## src/rtl/smt_alloc_pkg.sv

```systemverilog
package smt_alloc_pkg;
  typedef logic [1:0] uop_kind_t;
  localparam int KIND_LD_BIT = 0;
  localparam int KIND_ST_BIT = 1;

  function automatic logic needs_ld(input uop_kind_t k);
    return k[KIND_LD_BIT];
  endfunction

  function automatic logic needs_st(input uop_kind_t k);
    return k[KIND_ST_BIT];
  endfunction

  // winner: the other thread on a tie, otherwise whichever is eligible
  function automatic logic pick_thread(input logic [1:0] elig, input logic last);
    if (elig == 2'b11) return ~last;
    return elig[1];
  endfunction
endpackage

```

## src/rtl/smt_alloc_pool.sv

```systemverilog
module smt_alloc_pool #(
  parameter int HALF = 4,
  localparam int PW = (HALF > 1) ? $clog2(HALF) : 1,
  localparam int CW = $clog2(HALF + 1)
) (
  input  logic          clk,
  input  logic          rst_n,
  input  logic          take,
  input  logic          rel,
  output logic          room,
  output logic [PW-1:0] pos,
  output logic [CW-1:0] occ
);
  logic rel_ok;
  assign rel_ok = rel && (occ != '0);
  assign room   = (occ < CW'(HALF));

  always_ff @(posedge clk) begin
    if (!rst_n) begin
      occ <= '0;
      pos <= '0;
    end else begin
      case ({take, rel_ok})
        2'b10:   occ <= occ + CW'(1);
        2'b01:   occ <= occ - CW'(1);
        default: occ <= occ;
      endcase
      if (take) pos <= (pos == PW'(HALF - 1)) ? '0 : pos + PW'(1);
    end
  end
endmodule

```

## src/rtl/smt_alloc_pick.sv

```systemverilog
module smt_alloc_pick
  import smt_alloc_pkg::*;
(
  input  logic       clk,
  input  logic       rst_n,
  input  logic [1:0] elig,
  output logic [1:0] take,
  output logic       tid
);
  logic last;
  logic any;

  assign any  = |elig;
  assign tid  = pick_thread(elig, last);
  assign take = any ? (tid ? 2'b10 : 2'b01) : 2'b00;

  always_ff @(posedge clk) begin
    if (!rst_n)   last <= 1'b1;
    else if (any) last <= tid;
  end
endmodule

```

## src/rtl/smt_alloc.sv

```systemverilog
module smt_alloc
  import smt_alloc_pkg::*;
#(
  parameter int ROB_N = 126,
  parameter int LD_N  = 48,
  parameter int ST_N  = 24
) (
  input  logic                     clk,
  input  logic                     rst_n,
  input  logic [1:0]               uop_valid,
  input  logic [3:0]               uop_kind,
  input  logic [1:0]               thr_halt,
  input  logic [1:0]               thr_stall,
  input  logic [1:0]               rel_rob,
  input  logic [1:0]               rel_ld,
  input  logic [1:0]               rel_st,
  output logic [1:0]               uop_take,
  output logic                     alloc_vld,
  output logic                     alloc_tid,
  output logic [$clog2(ROB_N)-1:0] alloc_rob,
  output logic [$clog2(LD_N)-1:0]  alloc_ld,
  output logic [$clog2(ST_N)-1:0]  alloc_st
);
  localparam int ROB_HALF = ROB_N / 2;
  localparam int LD_HALF  = LD_N / 2;
  localparam int ST_HALF  = ST_N / 2;
  localparam int RW  = $clog2(ROB_N);
  localparam int LW  = $clog2(LD_N);
  localparam int SW  = $clog2(ST_N);
  localparam int RPW = $clog2(ROB_HALF);
  localparam int LPW = $clog2(LD_HALF);
  localparam int SPW = $clog2(ST_HALF);
  localparam int RCW = $clog2(ROB_HALF + 1);
  localparam int LCW = $clog2(LD_HALF + 1);
  localparam int SCW = $clog2(ST_HALF + 1);

  // named internal events for the checker
  logic [1:0]           elig;
  logic [1:0]           grant_ld, grant_st;
  logic [1:0]           room_rob, room_ld, room_st;
  logic [1:0][RPW-1:0]  pos_rob;
  logic [1:0][LPW-1:0]  pos_ld;
  logic [1:0][SPW-1:0]  pos_st;
  logic [1:0][RCW-1:0]  occ_rob;
  logic [1:0][LCW-1:0]  occ_ld;
  logic [1:0][SCW-1:0]  occ_st;
  uop_kind_t            kind [2];

  for (genvar t = 0; t < 2; t++) begin : g_thr
    assign kind[t]     = uop_kind[2*t +: 2];
    assign elig[t]     = uop_valid[t] && !thr_halt[t] && !thr_stall[t] && room_rob[t]
                         && (!needs_ld(kind[t]) || room_ld[t])
                         && (!needs_st(kind[t]) || room_st[t]);
    assign grant_ld[t] = uop_take[t] && needs_ld(kind[t]);
    assign grant_st[t] = uop_take[t] && needs_st(kind[t]);

    smt_alloc_pool #(.HALF(ROB_HALF)) u_rob (
      .clk(clk), .rst_n(rst_n), .take(uop_take[t]), .rel(rel_rob[t]),
      .room(room_rob[t]), .pos(pos_rob[t]), .occ(occ_rob[t]));
    smt_alloc_pool #(.HALF(LD_HALF)) u_ld (
      .clk(clk), .rst_n(rst_n), .take(grant_ld[t]), .rel(rel_ld[t]),
      .room(room_ld[t]), .pos(pos_ld[t]), .occ(occ_ld[t]));
    smt_alloc_pool #(.HALF(ST_HALF)) u_st (
      .clk(clk), .rst_n(rst_n), .take(grant_st[t]), .rel(rel_st[t]),
      .room(room_st[t]), .pos(pos_st[t]), .occ(occ_st[t]));
  end

  smt_alloc_pick u_pick (
    .clk(clk), .rst_n(rst_n), .elig(elig), .take(uop_take), .tid(alloc_tid));

  assign alloc_vld = |uop_take;

  always_comb begin
    alloc_rob = '0;
    alloc_ld  = '0;
    alloc_st  = '0;
    if (alloc_vld) begin
      alloc_rob = (alloc_tid ? RW'(ROB_HALF) : RW'(0)) + RW'(pos_rob[alloc_tid]);
      if (grant_ld[alloc_tid])
        alloc_ld = (alloc_tid ? LW'(LD_HALF) : LW'(0)) + LW'(pos_ld[alloc_tid]);
      if (grant_st[alloc_tid])
        alloc_st = (alloc_tid ? SW'(ST_HALF) : SW'(0)) + SW'(pos_st[alloc_tid]);
    end
  end
endmodule

```

## config.mk

```make
export PLATFORM = sky130hd
export DESIGN_NAME = smt_alloc
export DESIGN_NICKNAME = d
export VERILOG_FILES = /design/src/rtl/smt_alloc_pkg.sv /design/src/rtl/smt_alloc_pool.sv /design/src/rtl/smt_alloc_pick.sv /design/src/rtl/smt_alloc.sv
export SDC_FILE = /design/constraint.sdc
export NUM_CORES = 1
export LEC_CHECK = 0
export CORE_ASPECT_RATIO = 0.9
export CORE_MARGIN = 2
export CORE_UTILIZATION = 42
export CTS_CLUSTER_DIAMETER = 30
export CTS_CLUSTER_SIZE = 20
export DETAILED_ROUTE_END_ITERATION = 16
export DONT_BUFFER_PORTS = 1
export HOLD_SLACK_MARGIN = 0.15
export PLACE_DENSITY = 0.53
export SETUP_SLACK_MARGIN = 0.1
export SLEW_MARGIN = 20
export SYNTH_ARGS = -nofsm -noshare
export SYNTH_HDL_FRONTEND = slang
export SYNTH_SLANG_ARGS = --single-unit
export TNS_END_PERCENT = 5
```

## constraint.sdc

```tcl
create_clock -name clk -period 3.7 [get_ports clk]
set_clock_uncertainty 0.2 [all_clocks]
set_input_delay 0 -clock clk [delete_from_list [all_inputs] [get_ports clk]]
set_output_delay 0 -clock clk [all_outputs]
set_load 0.005 [all_outputs]
```

==> impl_summary.md <==
Power
The worst-case vdd ir drop is 0.229 mV. The areal power density over the cells is 500 mW/mm^2. The static leakage power is 1.82 nW.

Clocking
The clock input transition at the sequential cells of the worst setup and hold paths is 0.07 ns. The number of clock sinks seen by CTS is 61. The number of buffers created by CTS is 9. The number of buffers on the longest clock path is 2. The library cell used as clock root buffer is sky130_fd_sc_hd__clkbuf_8.

The H-tree was split into 3 levels. The clock latency on the worst-skew pair is 0.33 ns. The CTS tree is built.

Floorplan
The floorplan step set the die height to 97.6 microns. Measured along the x axis, the die boundary spans 108 microns. The standard cell core area is 0.00957 sq mm. The starting density of the core is 0.427. 40 I/O pins were placed. The floorplan has 34 rows. The die covers 0.0105 sq mm.

Global routing
The via count of the first global-routing pass is 3156. Entering global routing, the biggest net connects 33 pins. The first global-routing pass estimated 15.5 mm of wire.

The total global routing overflow is 0. For this run, the total global-route usage over all layers was measured as 0.185. The number of antenna violations at the first check in global routing is 0.

Detailed routing
The routed design has 9.35 mm of wire. The via count is 3497. The starting DRC count in detailed routing is 202. The average wire per standard cell is 14.4 microns. The first detailed-routing pass ran for 4 iterations. The count of nets left with antenna violations once routing finished came out at 0. Dividing the detail-routed via count by the number of cells gives 5.40. In the routed design, unresolved DRC markers number 0.

Place
The routability congestion estimate is 0.843. The number of placed instances, taps included, is 613. The HPWL after detailed placement is 6.72 mm. In this run the tool buffered the top-level ports with 0 buffer cells.

Critical path
At the worst endpoint, the arrival time is 3.35 ns. STA classifies the critical path startpoint as a flip-flop. For the worst setup path, the data required time is 3.70 ns. The biggest fanout along the worst timing path is 7. The type of the worst setup path is flip-flop to flip-flop. The capturing element type of the critical path is a flip-flop.

Timing
The actual transition at the worst max-transition pin is 0.987 ns. The total count of hold-check failures in the final report is 0. For the finished layout, the period the worst path requires is 3.36 ns. The number of failing setup endpoints in the final timing report is 0.

The highest clock rate is 0.298 GHz. Measured against its own limit, the worst slew margin works out to 0.338. The post-route setup TNS is 0 ns. Dividing the final minimum period by the clock period gives 0.908.

The number of pins exceeding their max-slew limit in the final report is 0. Setup repair after global routing could not meet its margin everywhere.

Layout
The count of placed standard cells in the final layout, fillers left out is 648. The final net count is 574. Of the cells placed in the final design, the portion with a size suffix greater than 1 is 0.0690. Fill cells in the final layout number 945.

The relative area change from synthesis to final layout is 11.7%. The count of antenna diodes in the layout is 0.

Logic synthesis
The number of synthesized register bits is 61. A synthesized cell averages 8.12 sq um. Counting flops with an async set or reset pin after synthesis yields a share of 0. The post-synthesis cell type with the largest combined area is sky130_fd_sc_hd__dfxtp_1. When the netlist entered floorplanning its net count stood at 559. In this run, synthesis inferred 0 flip-flops with an integrated enable. The post-synthesis cell type count is 61. The share of the Yosys chip area taken by registers is 0.299.

The synthesized netlist occupies a cell area of 0.00409 sq mm. For this run, the number of Yosys warnings is 0. Sorting the synthesized cells by area gives the leading types as sky130_fd_sc_hd__dfxtp_1 (30%), sky130_fd_sc_hd__ha_1 (11%), sky130_fd_sc_hd__a21oi_1 (5.9%). The top-area cell type share of the netlist area is 0.299. For this run, the leading register cell type out of synthesis is sky130_fd_sc_hd__dfxtp_1. Synthesis produced a netlist whose cell count is 504.

Status
The flow ran to the end, and the final reports show no timing, DRC or antenna violations.

Run
The tool flagged a number of max-cap violations equal to 0.

Min path
The path class of the tightest hold or removal check is primary input to flip-flop.
-- final timing paths --
check | start | endpoint | slack [ns] | depth (start not counted)
hold / removal | rst_n | g_thr[1].u_st.pos[0]$_SDFFE_PN0P_ | 0.10 | 2
setup / recovery | g_thr[1].u_rob.occ[0]$_SDFFE_PN0P_ | g_thr[0].u_rob.occ[5]$_SDFFE_PN0P_ | 0.34 | 12
hold reg to reg | g_thr[0].u_st.pos[2]$_SDFFE_PN0P_ | g_thr[0].u_st.pos[2]$_SDFFE_PN0P_ | 0.30 | 2
setup reg to reg | g_thr[1].u_rob.occ[0]$_SDFFE_PN0P_ | g_thr[0].u_rob.occ[5]$_SDFFE_PN0P_ | 0.34 | 12
-- registers in the layout, summed over array words and instances, names as in the netlist --
signal / count
g_thr.u_rob.occ: 12
g_thr.u_rob.pos: 12
g_thr.u_ld.occ: 10
g_thr.u_ld.pos: 10
g_thr.u_st.occ: 8
g_thr.u_st.pos: 8
u_pick.last: 1
-- placed cells by master (no fill, tap or decap), drive strengths merged, types with 4 or more instances in the layout --
| cell type | netlist | routed |
|---|---|---|
| a31oi | 6 | 6 |
| clkbuf | 15 | 12 |
| dfxtp | 61 | 61 |
| xnor2 | 15 | 15 |
| a21oi | 48 | 48 |
| mux2i | 8 | 8 |
| o21ai | 24 | 24 |
| and3 | 4 | 4 |
| clkinv | 1 | 4 |
| a21boi | 4 | 4 |
| nand3 | 13 | 13 |
| xor2 | 22 | 22 |
| o22ai | 6 | 6 |
| or4 | 7 | 7 |
| inv | 24 | 23 |
| buf | 10 | 11 |
| or3 | 11 | 11 |
| a21o | 7 | 7 |
| o21a | 7 | 7 |
| nand4 | 7 | 7 |
| nor2b | 6 | 6 |
| nor2 | 51 | 51 |
| ha | 35 | 35 |
| dlygate4sd3 | 0 | 18 |
| nand2b | 4 | 4 |
| nor3b | 4 | 4 |
| nor3 | 8 | 8 |
| a211oi | 4 | 4 |
| nand2 | 39 | 39 |
| and2 | 10 | 10 |
-- worst max-delay path, stage by stage (launching register included) --
cell	delay, ns
sky130_fd_sc_hd__dfxtp_1	0.40
sky130_fd_sc_hd__nand4_1	0.13
sky130_fd_sc_hd__o211ai_2	0.28
sky130_fd_sc_hd__or2_0	0.35
sky130_fd_sc_hd__o21ai_1	0.14
sky130_fd_sc_hd__ha_1	0.31
sky130_fd_sc_hd__ha_1	0.30
sky130_fd_sc_hd__a21o_1	0.17
sky130_fd_sc_hd__a21o_1	0.20
sky130_fd_sc_hd__a2111oi_0	0.41
sky130_fd_sc_hd__a311oi_1	0.11
sky130_fd_sc_hd__xor2_1	0.16
sky130_fd_sc_hd__nor2_1	0.05
-- kinds of logic after synthesis --
| kind of cell | count (synthesis) | share of synthesized area |
|---|---|---|
| adders and majority gates | 37 | 0.117 |
| muxes | 8 | 0.0196 |
| buffers and inverters | 50 | 0.0492 |
| DFF | 61 | 0.299 |
| xor gates and xnor gates | 37 | 0.0792 |
| and+or+nand+nor | 174 | 0.219 |
| AOI/OAI and AO/OA | 137 | 0.218 |
-- synth_stat cells (all sizes together), types with 6 or more instances --
master	n
dfxtp	61
nor2	51
a21oi	48
nand2	39
ha	35
inv	24
o21ai	24
xor2	22
clkbuf	15
xnor2	15
nand3	13
or3	11
and2	10
buf	10
mux2i	8
nor3	8
a21o	7
nand4	7
o21a	7
or4	7
a31oi	6
nor2b	6
o22ai	6
-- repair_timing --
item                                   in CTS  in global routing
endpoints found under the hold margin      61                  0
buffers inserted                            0                  3
hold buffers                               18                  0
resized for setup                           0                  1
setup endpoints to repair                   0                  2
-- cell type report --
cell class                 instances  area (sq um)  share of cell area
clock buffer                      12           155              0.0339
clock inverter                     2          10.0             0.00219
inverter                          25          93.8              0.0205
multi-input combinational        393          2670               0.584
sequential                        61          1220               0.267
tap                              126           158              0.0345
timing repair buffer              29           263              0.0575
-- routing by layer --
metal	up-vias	wire [microns]	track usage
li1	1834	-	-
met1	1597	4890	0.266
met2	56	3970	0.267
met3	10	356	0.0429
met4	0	127	0.0710
met5	-	0	0
-- power by group --
| group | switching [mW] | total [mW] | internal [mW] | leakage, nW |
|---|---|---|---|---|
| logic | 0.499 | 0.923 | 0.424 | 1.23 |
| registers | 0.101 | 0.841 | 0.740 | 0.494 |
| clock network | 0.251 | 0.521 | 0.270 | 0.0881 |
-- stage by stage --
stage	hold slack, ns	worst slack (ns)	total power [mW]	instance area [sq um]	util
after CTS	0.165	0.253	2.31	4550	0.475
after global placement	-0.133	0.365	1.74	4200	0.439
after detailed placement	-0.131	0.246	1.75	4200	0.439
final	0.101	0.341	2.28	4570	0.478
after floorplan	-0.0624	0.540	1.59	4090	-
after global routing	0.151	0.0394	2.48	4570	0.478
Note: power is estimated with default switching activity, not from simulation.
